`src/rtl/tmr_evt_pkg.sv`:
```
package tmr_evt_pkg;
  localparam int unsigned FIX_FLAGS = 7;
  localparam int unsigned B_UPD  = 0;
  localparam int unsigned B_TRG  = 1;
  localparam int unsigned B_COM  = 2;
  localparam int unsigned B_IDX  = 3;
  localparam int unsigned B_DIR  = 4;
  localparam int unsigned B_IERR = 5;
  localparam int unsigned B_TERR = 6;
  localparam int unsigned B_BRK0 = 7;

  // Update qualification: counter wrap path and request/trigger path.
  function automatic logic f_upd_qualify(input logic ovf, input logic unf,
                                         input logic rep0, input logic req,
                                         input logic trst, input logic dis,
                                         input logic src);
    logic wrap_ok, req_ok;
    wrap_ok = (ovf | unf) & rep0 & ~dis;
    req_ok  = (req | trst) & ~dis & ~src;
    return wrap_ok | req_ok;
  endfunction

  // Trigger flag source chosen by slave mode.
  function automatic logic f_trg_set(input logic gated, input logic run_now,
                                     input logic run_prev, input logic edge_in);
    return gated ? (run_now ^ run_prev) : edge_in;
  endfunction
endpackage

```
`src/rtl/tmr_evt_decode.sv`:
```
module tmr_evt_decode
  import tmr_evt_pkg::*;
#(
  parameter int unsigned BRK_CNT = 3,
  localparam int unsigned NF = FIX_FLAGS + BRK_CNT
) (
  input  logic               clk,
  input  logic               rst_n,
  input  logic               ev_ovf,
  input  logic               ev_unf,
  input  logic               rep_zero,
  input  logic               sw_upd_req,
  input  logic               trg_reset,
  input  logic               ctl_upd_dis,
  input  logic               ctl_upd_src,
  input  logic               gated_mode,
  input  logic               cnt_run,
  input  logic               trg_edge,
  input  logic               ev_com,
  input  logic               ev_idx,
  input  logic               enc_dir,
  input  logic               ev_idx_err,
  input  logic               ev_trans_err,
  input  logic [BRK_CNT-1:0] brk_in,
  output logic [NF-1:0]      set_vec
);
  logic run_q, dir_q;
  logic upd_ok, trg_ok, dir_chg;

  always_ff @(posedge clk or negedge rst_n) begin
    if (!rst_n) begin
      run_q <= 1'b0;
      dir_q <= 1'b0;
    end else begin
      run_q <= cnt_run;
      dir_q <= enc_dir;
    end
  end

  assign upd_ok  = f_upd_qualify(ev_ovf, ev_unf, rep_zero, sw_upd_req,
                                 trg_reset, ctl_upd_dis, ctl_upd_src);
  assign trg_ok  = f_trg_set(gated_mode, cnt_run, run_q, trg_edge);
  assign dir_chg = enc_dir ^ dir_q;

  always_comb begin
    set_vec         = '0;
    set_vec[B_UPD]  = upd_ok;
    set_vec[B_TRG]  = trg_ok;
    set_vec[B_COM]  = ev_com;
    set_vec[B_IDX]  = ev_idx;
    set_vec[B_DIR]  = dir_chg;
    set_vec[B_IERR] = ev_idx_err;
    set_vec[B_TERR] = ev_trans_err;
    set_vec[NF-1:B_BRK0] = brk_in;
  end

  // update-source high blocks request and trigger-reset paths
  a_r2_src_blocks_req: assert property (@(posedge clk) disable iff (!rst_n)
    (ctl_upd_src && !ev_ovf && !ev_unf) |-> !upd_ok);
endmodule

```
`src/rtl/tmr_flag_bit.sv`:
```
module tmr_flag_bit (
  input  logic clk,
  input  logic rst_n,
  input  logic hw_set,
  input  logic sw_clr,
  output logic flag_q
);
  always_ff @(posedge clk or negedge rst_n) begin
    if (!rst_n)      flag_q <= 1'b0;
    else if (hw_set) flag_q <= 1'b1;
    else if (sw_clr) flag_q <= 1'b0;
  end

  // a set in the same cycle as a clear leaves the flag high
  a_r9_set_wins: assert property (@(posedge clk) disable iff (!rst_n)
    hw_set |=> flag_q);
  // a clear with no set drops the flag
  a_r8_clear_drops: assert property (@(posedge clk) disable iff (!rst_n)
    (sw_clr && !hw_set) |=> !flag_q);
endmodule

```
`src/rtl/tmr_irq_reg.sv`:
```
module tmr_irq_reg #(
  parameter int unsigned NF = 10
) (
  input  logic          clk,
  input  logic          rst_n,
  input  logic [NF-1:0] flags,
  input  logic [NF-1:0] enables,
  output logic          irq
);
  logic pend;
  assign pend = |(flags & enables);

  always_ff @(posedge clk or negedge rst_n) begin
    if (!rst_n) irq <= 1'b0;
    else        irq <= pend;
  end

  // an enabled pending flag raises irq one cycle later
  a_r10_irq_follows: assert property (@(posedge clk) disable iff (!rst_n)
    pend |=> irq);
endmodule

```
`src/rtl/tmr_evt_flags.sv`:
```
module tmr_evt_flags
  import tmr_evt_pkg::*;
#(
  parameter int unsigned BRK_CNT = 3,
  localparam int unsigned NF = FIX_FLAGS + BRK_CNT
) (
  input  logic               clk,
  input  logic               rst_n,
  input  logic               ev_ovf,
  input  logic               ev_unf,
  input  logic               rep_zero,
  input  logic               sw_upd_req,
  input  logic               trg_reset,
  input  logic               ctl_upd_dis,
  input  logic               ctl_upd_src,
  input  logic               gated_mode,
  input  logic               cnt_run,
  input  logic               trg_edge,
  input  logic               ev_com,
  input  logic               ev_idx,
  input  logic               enc_dir,
  input  logic               ev_idx_err,
  input  logic               ev_trans_err,
  input  logic [BRK_CNT-1:0] brk_in,
  input  logic               reg_wr,
  input  logic               reg_addr,
  input  logic [NF-1:0]      reg_wdata,
  output logic [NF-1:0]      reg_rdata,
  output logic               irq,
  output logic               pwm_permit
);
  logic [NF-1:0] set_vec, clr_vec, flag_q, en_q;
  logic          flag_wr, en_wr;

  assign flag_wr = reg_wr & ~reg_addr;
  assign en_wr   = reg_wr &  reg_addr;
  assign clr_vec = {NF{flag_wr}} & ~reg_wdata;

  tmr_evt_decode #(.BRK_CNT(BRK_CNT)) dec_i (
    .clk(clk), .rst_n(rst_n), .ev_ovf(ev_ovf), .ev_unf(ev_unf),
    .rep_zero(rep_zero), .sw_upd_req(sw_upd_req), .trg_reset(trg_reset),
    .ctl_upd_dis(ctl_upd_dis), .ctl_upd_src(ctl_upd_src),
    .gated_mode(gated_mode), .cnt_run(cnt_run), .trg_edge(trg_edge),
    .ev_com(ev_com), .ev_idx(ev_idx), .enc_dir(enc_dir),
    .ev_idx_err(ev_idx_err), .ev_trans_err(ev_trans_err),
    .brk_in(brk_in), .set_vec(set_vec)
  );

  for (genvar g = 0; g < NF; g++) begin : g_flag
    tmr_flag_bit fb_i (
      .clk(clk), .rst_n(rst_n), .hw_set(set_vec[g]),
      .sw_clr(clr_vec[g]), .flag_q(flag_q[g])
    );
  end

  always_ff @(posedge clk or negedge rst_n) begin
    if (!rst_n)     en_q <= '0;
    else if (en_wr) en_q <= reg_wdata;
  end

  tmr_irq_reg #(.NF(NF)) irq_i (
    .clk(clk), .rst_n(rst_n), .flags(flag_q), .enables(en_q), .irq(irq)
  );

  assign reg_rdata  = reg_addr ? en_q : flag_q;
  assign pwm_permit = ~flag_q[B_BRK0];

  // with updates disabled a clear update flag stays clear
  a_r1_dis_blocks_update: assert property (@(posedge clk) disable iff (!rst_n)
    (!flag_q[B_UPD] && ctl_upd_dis) |=> !flag_q[B_UPD]);
  // an active system break withdraws PWM permission next cycle
  a_r5_sysbrk_permit: assert property (@(posedge clk) disable iff (!rst_n)
    brk_in[0] |=> !pwm_permit);

  for (genvar b = 0; b < BRK_CNT; b++) begin : g_brk_chk
    // break flag holds while its input is active, even under a clear
    a_r4_brk_hold: assert property (@(posedge clk) disable iff (!rst_n)
      brk_in[b] |=> flag_q[B_BRK0+b]);
  end
endmodule

```
`config.mk`:
```
export PLATFORM = sky130hd
export DESIGN_NAME = tmr_evt_flags
export DESIGN_NICKNAME = d
export VERILOG_FILES = /design/src/rtl/tmr_evt_pkg.sv /design/src/rtl/tmr_evt_decode.sv /design/src/rtl/tmr_flag_bit.sv /design/src/rtl/tmr_irq_reg.sv /design/src/rtl/tmr_evt_flags.sv
export SDC_FILE = /design/constraint.sdc
export NUM_CORES = 1
export LEC_CHECK = 0
export ABC_AREA = 1
export BUFFER_PORTS_ARGS = -buffer_cell sky130_fd_sc_hd__buf_2
export CORE_MARGIN = 2
export CORE_UTILIZATION = 40
export DETAILED_ROUTE_END_ITERATION = 8
export GPL_TIMING_DRIVEN = 0
export PLACE_DENSITY_LB_ADDON = 0.15
export SYNTH_ARGS = -nofsm -noshare
export SYNTH_HDL_FRONTEND = slang
export SYNTH_SLANG_ARGS = --single-unit
```
`constraint.sdc`:
```
create_clock -name clk -period 1.8 [get_ports clk]
set_clock_uncertainty 0.2 [all_clocks]
set_input_delay 0.36 -clock clk [delete_from_list [all_inputs] [get_ports clk]]
set_output_delay 0.36 -clock clk [all_outputs]
set_load 0.01 [all_outputs]
```
Word-level counts from Yosys, hierarchy flattened
Cells that the tools add are included.
- register bits after elaboration: 23
- bits in latches: 0
- RAM bits: 0
- memory bits (read-only): 0
- input bits: 32
- logic and storage cells: 65
- memories: 0
- add/subtract/negate cells: 0
- multipliers: 0
- divide/modulo/power cells: 0
- $lt $le $gt $ge: 0
- equality and inequality tests: 0
- shift-type cells: 0
- muxes and demuxes: 22
- bitwise logic cells: 18
- reductions and logical operators: 11
- operator list (operator ; count):
    1-bit two-way mux ; 21
    10-bit bitwise AND ; 2
    2-bit nonzero test ; 10
    10-bit two-way mux ; 1
    10-bit inverter ; 1
    10-bit OR reduction ; 1
    1-bit bitwise AND ; 6
    1-bit inverter ; 4
    1-bit bitwise OR ; 3
    1-bit XOR ; 2

Logic depth before layout (Yosys ltp)
Gate-level depths: netlist of run 1.
- depth after elaboration: 5
- gate-level depth with buffers: 6
- mapped depth without buffers: 5

By module
A second synthesis of run 1 with hierarchy kept.
- cells, all modules: 188
- area total of the unflattened synthesis: 1285.0 sq um
- modules (own cells, without submodules) (module ; times used ; cells each ; area each (sq um)):
    tmr_evt_flags ; 1 ; 86 ; 578.1
    tmr_flag_bit ; 10 ; 5 ; 40.0
    tmr_evt_decode ; 1 ; 32 ; 209.0
    tmr_irq_reg ; 1 ; 20 ; 97.6

Least setup slack after synthesis of run 1
OpenSTA, ideal clock, no wires.
- kind: input-to-output
- start: in reg_addr
- end: out reg_rdata[7]
- arrival: 0.847 ns
- required time: 1.240 ns
- setup slack: 0.393 ns
- stages: 3
- path buffers: 2
- cell sequence: buf_6 > buf_4 > o21ai_1
- cells in the longest elaborated chain, start to end: 1
- RTL lines (what ; line ; RTL):
    start, declared ; tmr_evt_flags.sv:26 ; input logic reg_addr,
    10-bit two-way mux ; tmr_evt_flags.sv:65 ; assign reg_rdata = reg_addr ? en_q : flag_q;
    end, declared ; tmr_evt_flags.sv:28 ; output logic [NF-1:0] reg_rdata,
No other way between the ends.

Final worst setup path of run 1
- start: reg g_flag[5].fb_i.flag_q
- end: out reg_rdata[5]
- cells in the longest elaborated chain, start to end: 1
- RTL lines (what ; line ; RTL):
    start, declared ; tmr_flag_bit.sv:6 ; output logic flag_q
    start signal, assigned ; tmr_flag_bit.sv:9 ; if (!rst_n) flag_q <= 1'b0;
    start signal, assigned ; tmr_flag_bit.sv:10 ; else if (hw_set) flag_q <= 1'b1;
    start signal, assigned ; tmr_flag_bit.sv:11 ; else if (sw_clr) flag_q <= 1'b0;
    10-bit two-way mux ; tmr_evt_flags.sv:65 ;
No other way between the ends.

==> results of run 1 <==
[layout make-up]
type,instances,share of cell area [%]
clock buffer,3,1.52
multi-input combinational,103,32.1
sequential,23,38.9
inverter,20,5.07
tap,31,2.62
clock inverter,1,0.338
timing repair buffer,45,16.2
buffer,5,3.29
[stage by stage]
step / total power, mW / hold slack (ns) / util (%) / cells
after floorplan: 0.739 / -0.136 / - / 151
after global placement: 0.835 / 0.167 / 51.2 / 224
after detailed placement: 0.844 / 0.166 / 51.2 / 224
after CTS: 1.08 / 0.0358 / 53.3 / 231
after global routing: 1.13 / 0.0409 / 53.3 / 231
final: 1.06 / 0.0451 / 53.3 / 231
[cell families (layout without fill, tap and decap cells)]
family / after synthesis / after routing / share of synthesized area, %
compound gates: 17 / 17 / 9.37
xor+xnor: 1 / 1 / 0.746
buf+inv: 25 / 74 / 10.5
simple gates: 85 / 85 / 30.4
flops: 23 / 23 / 49.0
[state kept, by name (all words and copies together), names as in the netlist]
signal,count
en_q,10
dec_i.run_q,1
dec_i.dir_q,1
irq_i.irq,1
g_flag.fb_i.flag_q,10
[per-layer routing]
metal | GRT usage [%] | vias up | wire, um | part of all wire (%)
li1 | - | 561 | - | -
met1 | 19.1 | 481 | 1090 | 42
met2 | 30.7 | 29 | 1330 | 52
met3 | 2.46 | 2 | 137 | 5.3
met4 | 5.65 | 0 | 17 | 0.66
met5 | 0 | - | 0 | 0
[cells in the mapped netlist]
library cell  number  area share [%]
inv_1             18             5.8
buf_6              3             2.9
nand2_1           59              19
o21ai_2            2             1.5
o21ai_0            5             2.1
nor2_4             1            0.96
inv_2              2            0.64
nor2_1             9             2.9
buf_4              2             1.3
dfrtp_1           23              49
nand3_1           13             5.5
nand3b_1           1            0.64
nand2_2            1            0.53
o21ai_1            3             1.3
nand2_4            1            0.96
xnor2_1            1            0.75
o21bai_1           7             4.5
[worst max-delay path: stages (launching register included)]
cell	delay, ns
dfrtp_1	0.37
inv_1	0.05
o21ai_0	0.14
buf_2	0.15
[cells in the final DEF, fill, tap and decap left out, drive strengths merged]
cell	count
xnor2	1
nand3	13
clkbuf	3
buf	47
o21ai	10
nand2	61
nand3b	1
clkinv	1
nor2	10
dfrtp	23
dlygate4sd3	3
inv	20
o21bai	7
[path summary, 6_finish.rpt]
path                                        from               endpoint  slack, ns  cells past startpoint
min reg2reg                          dec_i.dir_q  g_flag[4].fb_i.flag_q       0.31                      2
max reg2reg                              en_q[2]              irq_i.irq       0.77                      4
min in group asynchronous                  rst_n              irq_i.irq       0.35                      2
max in group asynchronous                  rst_n                en_q[8]       0.71                      2
min                                    brk_in[2]  g_flag[9].fb_i.flag_q       0.05                      2
max                        g_flag[5].fb_i.flag_q           reg_rdata[5]       0.23                      3
[power by group through the flow]
stage          Clock [mW]  Sequential [mW]  Combinational [mW]
6_report            0.230            0.592               0.242
5_1_grt             0.259            0.597               0.278
4_1_cts             0.244            0.592               0.247
3_5_place_dp            0            0.602               0.242
3_3_place_gp            0            0.600               0.235
2_1_floorplan           0            0.596               0.143
==> results, run 1 <==
- The run finished with clean final reports.
- After routing the design area is 1480 um2.
- The pre-CTS worst setup slack is 0.284 ns.
- The category of the worst setup path launch point is a register.
- In this run the horizontal extent of the chip is 58.2 um.
- The number of clock buffers inserted by TritonCTS is 3.
- Clock-pin slew was measured on the worst setup and hold paths at 0.12 ns.
- The vertical die dimension is 58.2 um.
- The maximum achievable frequency is 635 MHz.
- Entering global routing, the biggest net connects 24 pins.
- Using the TritonRoute via totals, the vias-per-cell ratio works out to 4.65.
- Setup repair after global routing left no endpoint under its margin.
- The count of hold-fix buffers inserted at cts is 3.
- The worst path uses 87.4% of the clock period.
- The initial antenna violation count is 0.
- Detailed placement finished with a half-perimeter wire length of 1.97 mm.
- Dividing total power by cell area gives a power density of 718 nW/um2.
- The min-delay analysis places its worst path in the category primary input to register.
- The worst ir drop on vdd is 0.473 mV.
- The total cell area at the placement stage is 1420 um2.
- Post-CTS repair changed the size of 0 cells.
- The iteration-0 DRC count of the detailed router is 22.
- For this design the top-level I/O count stands at 44.
- The tree built by TritonCTS fans out to 23 sinks.
- The hold violation count in the final report is 0.
- The via count of the first global-routing pass is 1,054.
- After layout, the minimum clock period comes to 1.57 ns.
- The number of antenna diodes in the final layout is 0.
- The root buffer cell chosen for the clock tree is clkbuf_4.
- Once detail routing completed, the nets flagged for antenna violations numbered 0.
- Relative to the synthesized area, the layout overhead comes to 26.1%.
- The worst-case setup margin in the final layout is 0.226 ns.
- Cells with a size suffix above 1 make up 29.0% of the layout.
- After detailed routing, the average wire length per cell comes to 11.1 um.
- The share of total power dissipated in combinational logic is 22.8%.
- The cell-internal power is 0.752 mW.
- In the routed design, unresolved DRC markers number 0.
- The share of the Yosys chip area taken by registers is 49.0%.
- The unique cell type count in the Yosys netlist is 17.
- The final count of negative-setup-slack endpoints is 0.
- In this run the core area contains 19 standard-cell rows.
- Net switching is 29.3% of the power.
- The net count of the mapped netlist is 183.
- The setup path with the least slack is of type register to primary output.
- The count of TritonRoute iterations in the first routing pass is 4.
- Registers take 576 um2.
- The mapped netlist covers 1170 um2.
- The count of buffers from port buffering is 42.
- The CTS tree is built.
- After routing, the total negative slack on setup checks comes to 0 ns.
- The later pin in the worst-skew pair is clocked with a latency of 0.30 ns.
- The effective utilization at floorplan is 42.2%.
- The cell count after synthesis came out at 151.
- The reported net switching power is 0.312 mW.
- The first global-routing pass estimated 4.31 mm of wire.
- The core region is 2780 um2.
- After global routing the overflow that remains totals 0.
- The count of synthesis-stage warnings from yosys is 0.
- The part of the total power dissipated in sequential elements is 55.6%.
- Global routing used 16.5% of the available tracks.
- The area of the multi-input gates is 475 um2.
- In this run the tightest slew margin relative to its limit is 65.3%.
- Of all nets on the critical path, the largest fanout is 2.
- CTS built an H-tree with a depth of 1.
- At the end of routability-driven placement, the weighted congestion stood at 0.786.
- For this run, the post-layout net count is 233.
- The leakage power total is 0.880 nW.
- The critical path required time is 1.24 ns.
- Buffers added to address setup during post-CTS repair amount to 0.
- Max-cap violations in this run came to 0.
- The final number of max-transition violations is 0.
- The clock passes through at most 2 buffers.
- The total wire length is 2.57 mm.
- The filler cell count in the final layout is 261.
- The detailed router placed 1,073 vias in this run.
- The die area is 3390 um2.
- The slew at the pin with the worst max-slew slack is 0.521 ns.
- The average instance in the mapped netlist occupies 7.78 um2.
- The clock network is responsible for 21.6% of the overall power.
- Data on the critical path arrives at its endpoint at 1.01 ns.
- The worst setup path is captured at a primary output.
- After synthesis the netlist holds a flip-flop and latch count of 23.
(Power assumes the default switching activity.)
==> inputs of run 2 (changes only) <==
- BUFFER_PORTS_ARGS: -buffer_cell sky130_fd_sc_hd__buf_2 -> unset
- DONT_BUFFER_PORTS: unset -> 1
==> run 2 against run 1 <==
Compared with the run above: worst hold slack worse by 0.040 ns; via count down 3.0%; sequential power about the same; clock power up 6%; cell area down 0.68%; critical path depth down 1; utilization down 0.36 points; clock-buffer cell count unchanged; first-iteration DRC count up 73%; combinational power down 8.3%.
==> results, run 2 (synthesis gave the netlist of run 1 again) <==
- The run finished with clean final reports.
- The hold violation count in the final report is 0 (unchanged).
- The remaining global-route overflow is 0 (unchanged).
- The reg-to-reg setup timing slack came to 0.41 ns (-0.36 ns).
- The library cell used most frequently in the layout, excluding fill and tap cells, is nand2_1.
- The number of antenna repair diodes is 0 (unchanged).
- The final count of negative-setup-slack endpoints came to 0 (unchanged).
- The critical path is of the register to primary output type.
- The total wire length is 2.68 mm (+4.2%).
- The total routing resource utilization after global routing was 17.2% (+0.77 points).
- The count of buffers from port buffering is 0 (-100%).
- The slew at the pin with the worst max-slew slack is 1.04 ns (+0.518 ns).
- The maximum level of the CTS H-tree is 1 (unchanged).
- TritonCTS built the clock tree.
- The number of clock buffers inserted by TritonCTS was 3 (unchanged).
- The global-route met1 utilization is 22.2% (+3.2 points).
- From synthesis to final layout, the design area changed by 25.2%.
- The relative slew slack was 30.6% (-35 points).
- STA classifies the critical path startpoint as a register.
- The end of the worst register-to-register path is g_flag[9].fb_i.flag_q.
- The die area is 3390 um2 (unchanged).
- The iteration-0 DRC count of the detailed router is 38 (+73%).
- The number of max-cap violations is 0 (unchanged).
- The buffer depth of the longest clock path was 2 (unchanged).
- The via count of the first global-routing pass is 968 (-8.2%).
- The first-pass GRT wire length was 4.34 mm (+0.65%).
- The met2 global-route usage is 29.4% (-1.3 points).
- The total number of vias was 1,041 (-3.0%).
- The number of DRC violations after detailed routing is 0 (unchanged).
- The routability congestion estimate from global placement is 0.734 (-6.7%).
- The power after layout came to 1.06 mW (-0.65%).
- The top-level port count was 44 (unchanged).
- The maximum achievable frequency was 617 MHz (-2.8%).
- In the final layout, the registers with the most flip-flops are en_q: 10 flops, g_flag.fb_i.flag_q: 10 flops.
- After global routing, the most crowded layer is met2.
- The power density relative to cell area is 718 nW/um2 (about the same).
- The detail-routed via count per cell is 4.98 (+7.2%).
- The setup total negative slack came to 0 ns (unchanged).
- The number of nets in the finished design is 211 (-9.4%).
- In this run the critical register-to-register path is launched from g_flag[9].fb_i.flag_q.
- The worst setup path is captured at a primary output.
- The total core area is 2780 um2 (unchanged).
- The global routing usage on met3 is 2.68% (+0.22 points).
- The average wire length per cell after detail routing was 12.8 um (+15%).
- The minimum clock period after layout came to 1.62 ns (+0.0459 ns).
- The critical hold path startpoint is gated_mode.
- The worst setup path startpoint is g_flag[8].fb_i.flag_q.
- The min-delay analysis places its worst path in the category primary input to register.
- The data arrival time at the worst-slack endpoint is 1.06 ns (+0.05 ns).
- The effective utilization at floorplan is 42.2% (unchanged).
- The vertical die dimension is 58.2 um (unchanged).
- The initial antenna violation count was 0 (unchanged).
- The count of TritonRoute iterations in the first routing pass is 4 (unchanged).
- The tree is rooted in a clkbuf_4.
- The cell depth of the worst hold path is 2 (unchanged).
- The ratio of cells with drive above 1 in the final layout is 8.99% (-20 points).
- The maximum number of pins on one net before global-route repair is 24 (unchanged).
- The worst ir drop on vdd came to 0.463 mV (-2.1%).
- The count of cells along the worst register-to-register path is 3 (-1).
- The leakage power total is 0.794 nW (-9.8%).
- The final critical-path share of the clock period is 90.0% (+2.5 points).
- In the layout the commonest cells are nand2_1, dfrtp_1, dlygate4sd3_1.
- The number of clock sinks is 23 (unchanged).
- The clock latency of the later-clocked register in the worst-skew pair is 0.32 ns (+0.02 ns).
- The number of cell rows is 19 (unchanged).
- Setup repair after global routing left no endpoint under its margin.
- The filler cell count in the final layout is 260 (-0.38%).
- The number of nets with antenna violations after routing is 0 (unchanged).
- The final number of max-transition violations is 0 (unchanged).
- The detailed-placement wirelength estimate came to 1.83 mm (-7.4%).
- The worst-path maximum fanout is 2 (unchanged).
- The clock transition time at the flip-flop clock pins of the worst setup and hold paths is 0.13 ns (about the same).
- The worst hold path terminates at g_flag[1].fb_i.flag_q.
- The die span in x is 58.2 um (unchanged).
- The critical path required time is 1.24 ns (about the same).
## run 2: where the power goes
part / switching, mW / internal, mW / total, mW
Combinational: 0.124 / 0.0980 / 0.222
Sequential: 0.0316 / 0.561 / 0.593
Clock: 0.159 / 0.0831 / 0.243
Total: 0.315 / 0.742 / 1.06
## run 2: layout make-up
type	instances	area, um2	share of cell area [%]
Buffer	5	48.8	3.32
Clock inverter	1	5.00	0.340
Clock buffer	3	22.5	1.53
Sequential cell	23	576	39.1
Multi-Input combinational cell	103	475	32.3
Inverter	20	75.1	5.10
Timing Repair Buffer	23	230	15.6
Tap cell	31	38.8	2.64
## run 2: worst max-delay path by stage
stage                       endpoint  slack [ns]
2_1_floorplan           reg_rdata[7]        0.39
3_3_place_gp            reg_rdata[9]        0.33
3_5_place_dp            reg_rdata[7]        0.33
4_1_cts                 reg_rdata[5]        0.17
5_1_grt        g_flag[0].fb_i.flag_q        0.05
6_report                reg_rdata[8]        0.18
## run 2: metrics by stage
step                      instances  util [%]  area [um2]  setup slack [ns]  hold slack [ns]
after global routing            209      52.9        1470            0.0469          0.00361
after floorplan                 151         -        1170             0.393           -0.136
final                           209      52.9        1470             0.180          0.00488
after CTS                       208      52.5        1460             0.175          0.00154
after detailed placement        182      43.6        1210             0.331           -0.135
after global placement          182      43.6        1210             0.333           -0.135
## run 2: repair_timing
item / 4_1_cts / 5_1_grt
resized for setup: 0 / 0
hold buffers: 22 / 1
endpoints found under the hold margin: 42 / 1
buffers inserted: 0 / 0
endpoints found under the setup margin: 0 / 0
## run 2: routing by layer
metal / wire length, um / share of wire, % / vias up
met5: 0 / 0 / -
met4: 21 / 0.78 / 0
met3: 176 / 6.6 / 2
met2: 1310 / 49 / 36
met1: 1170 / 44 / 483
li1: - / - / 520
## run 2: worst max-delay path, stage by stage, from the launching register on
cell and delay, ns:
dfrtp_1 0.37, inv_1 0.05, o21ai_0 0.32
==> inputs of run 3 (changes only) <==
- CORE_MARGIN: 2 -> unset
- CORE_UTILIZATION: 40 -> 24
- SYNTH_HIERARCHICAL: unset -> 1
==> run 3 against run 2 <==
Compared with the run above: combinational power shrank 6%; via count shrank 1.2%; global-route usage shrank 6.1 points; largest power group unchanged.
==> results, run 3 <==
- The flow ran to the end, and the final reports show no timing, DRC or antenna violations.
- The die span in x is 75.2 um (+29%).
- The maximum achievable frequency is 616 MHz (-0.26%).
- Setup repair after global routing left no endpoint under its margin.
- The cell total after placement came to 258 (+42%).
- The total number of vias was 1,028 (-1.2%).
- The part of the Yosys area used for sequential elements is 44.8% (-4.2 points).
- The main flop type after synthesis is dfrtp_1.
- The async set or reset register ratio after synthesis came to 100% (unchanged).
- The cell depth of the worst hold path was 2 (unchanged).
- The root buffer cell is clkbuf_8.
- The unique cell type count in the Yosys netlist was 12 (-5).
- The leading cell type in the layout, fill and taps excluded is nand2_1.
- The buffer depth of the longest clock path is 2 (unchanged).
- The area share of the largest cell type after synthesis came to 44.8% (-4.2 points).
- The kind of path behind the tightest hold check is primary input to register.
- The post-cts gate resize count is 0 (unchanged).
- The largest registers in the layout are en_q: 10 flops, g_flag.fb_i/flag_q: 10 flops.
- The data arrival time at the worst-slack endpoint was 1.06 ns (about the same).
- The worst ir drop on vdd was 0.479 mV (+3.3%).
- The count of synthesis-stage warnings from yosys is 6 (+6).
- The count of buffers from port buffering came to 0 (unchanged).
- The initial antenna violation count is 0 (unchanged).
- The iteration-0 DRC count of the detailed router is 40 (+5.3%).
- The total core area is 5140 um2 (+85%).
- The worst-path maximum fanout came to 3 (+1).
- The number of nets with antenna violations after routing is 0 (unchanged).
- The worst-case setup margin in the final layout is 0.176 ns (-0.00415 ns).
- The power density relative to cell area is 770 nW/um2 (+7.2%).
- The utilization after layout is 28.6% (-24 points).
- The cell with the largest stage delay on the worst path is dfrtp_1.
- The slew at the pin with the worst max-slew slack is 0.343 ns (-0.696 ns).
- By count the netlist is led by nand2_1, inv_1, dfrtp_1.
- The top cell types in the final layout, fill and taps aside, are nand2_1, inv_1, dfrtp_1.
- The setup total negative slack is 0 ns (unchanged).
- The clock latency of the later-clocked register in the worst-skew pair is 0.26 ns (-0.06 ns).
- The detailed-placement wirelength estimate is 2.08 mm (+14%).
- The relative slew slack is 76.9% (+46 points).
- The die area came to 5650 um2 (+67%).
- The flip-flop and latch count after synthesis came to 23 (unchanged).
- The total routing resource utilization after global routing is 11.1% (-6.1 points).
- The count of TritonRoute iterations in the first routing pass is 4 (unchanged).
- The number of clock sinks is 23 (unchanged).
- The maximum number of pins on one net before global-route repair is 24 (unchanged).
- The routability congestion estimate from global placement is 0.650 (-11%).
- The largest area contributor in the netlist is dfrtp_1.
- The detail-routed via count per cell is 3.86 (-22%).
- The synthesized area per cell is 6.84 um2 (-12%).
- The first-pass GRT wire length was 4.52 mm (+4.1%).
- The area growth from synthesis to layout is 14.2%.
- TritonCTS built the clock tree.
- The number of enable-type register cells in the synthesized netlist is 0 (unchanged).
- The net count of the mapped netlist came to 220 (+20%).
- The pre-CTS worst setup slack is 0.461 ns (+0.130 ns).
- The clock transition time at the flip-flop clock pins of the worst setup and hold paths is 0.08 ns (-0.05 ns).
- The critical path required time was 1.24 ns (about the same).
- The largest stage delay on the critical path is 0.40 ns (+0.03 ns).
- Yosys instantiated no cell more often than nand2_1.
- The smallest hold slack is 0.0274 ns (+0.0225 ns).
- The number of antenna repair diodes is 0 (unchanged).
- The total wire length is 2.86 mm (+6.6%).
- The power after layout is 1.13 mW (+6.9%).
- The number of cell rows came to 26 (+7).
- The count of hold-fix buffers inserted at cts is 4 (-82%).
- The count of cells along the worst register-to-register path was 7 (+4).
- The ratio of cells with drive above 1 in the final layout is 10.2% (+1.2 points).
- The area of the mapped netlist is 1280 um2 (+9.4%).
- The number of nets in the finished design is 229 (+8.5%).
- The total cell area at the placement stage is 1370 um2 (+13%).
- The final critical-path share of the clock period is 90.2% (+0.23 points).
- The minimum clock period after layout is 1.62 ns (+0.00415 ns).
- The maximum level of the CTS H-tree is 1 (unchanged).
- The number of max-cap violations was 0 (unchanged).
- The signal on the critical path passes through inv_1 -> o21ai_0.
- The top-level port count is 44 (unchanged).
- The average wire length per cell after detail routing came to 10.7 um (-16%).
- The hold violation count in the final report was 0 (unchanged).
- The worst setup path is of the register to primary output kind.
- The cell count after synthesis is 188 (+25%).
- The post-layout instance count excluding filler cells was 266 (+27%).
- The number of clock buffers inserted by TritonCTS is 3 (unchanged).
- The worst setup path is captured at a primary output.
- The effective utilization at floorplan came to 25.0% (-17 points).
- The final count of negative-setup-slack endpoints is 0 (unchanged).
- The number of DRC violations after detailed routing is 0 (unchanged).
- The number of setup buffers added after CTS is 0 (unchanged).
- The category of the worst setup path launch point is a register.
- The vertical die dimension came to 75.2 um (+29%).
- The leakage power total is 0.846 nW (+6.5%).
- The final number of max-transition violations is 0 (unchanged).
- The remaining global-route overflow is 0 (unchanged).
- The final instance area is 1470 um2 (-0.25%).
- The via count of the first global-routing pass is 960 (-0.83%).
- Ranked by total cell area, the synthesized netlist is headed by dfrtp_1, nand2_1, inv_1.
-- run 3: area by class of cell --
cell class / instances / area [um2]
tap: 70 / 87.6
sequential: 23 / 576
buffer: 13 / 105
fill: 613 / 3670
inverter: 32 / 120
multi-input combinational: 120 / 484
clock buffer: 4 / 45.0
timing repair buffer: 4 / 50.0
-- run 3: kinds of logic after synthesis --
family | Yosys count | synth area share (%)
AND/OR/NAND/NOR | 118 | 36.6
buffers and inverters | 45 | 17.5
flip-flops | 23 | 44.8
AO/OA/AOI/OAI | 1 | 0.389
XOR/XNOR | 1 | 0.682
-- run 3: worst max-delay path: cells and delay by family, from the launching register on --
kind / cells / cell delay, ns
DFF: 1 / 0.40
AOI/OAI and AO/OA: 1 / 0.31
buffers and inverters: 1 / 0.10
-- run 3: report_power, final --
part           switching, mW  total, mW  internal, mW
Sequential            0.0331      0.595         0.562
Clock                  0.170      0.328         0.158
Combinational          0.122      0.208        0.0856
Total                  0.325       1.13         0.805
-- run 3: worst paths after layout --
check                                 startpoint                     to  slack (ns)
max                        g_flag[7].fb_i/flag_q           reg_rdata[7]        0.18
min in group asynchronous                  rst_n  g_flag[7].fb_i/flag_q        0.32
min                                 reg_wdata[1]                en_q[1]        0.03
max in group asynchronous                  rst_n  g_flag[9].fb_i/flag_q        0.94
min reg2reg                              en_q[6]                en_q[6]        0.30
max reg2reg                          dec_i/run_q  g_flag[1].fb_i/flag_q        0.72
-- run 3: per-layer routing --
layer	vias to the layer above	wire length (um)	track usage, %
met4	0	18	1.85
li1	553	-	-
met5	-	0	0
met1	442	1370	14.5
met2	31	1220	17.5
met3	2	252	4.82
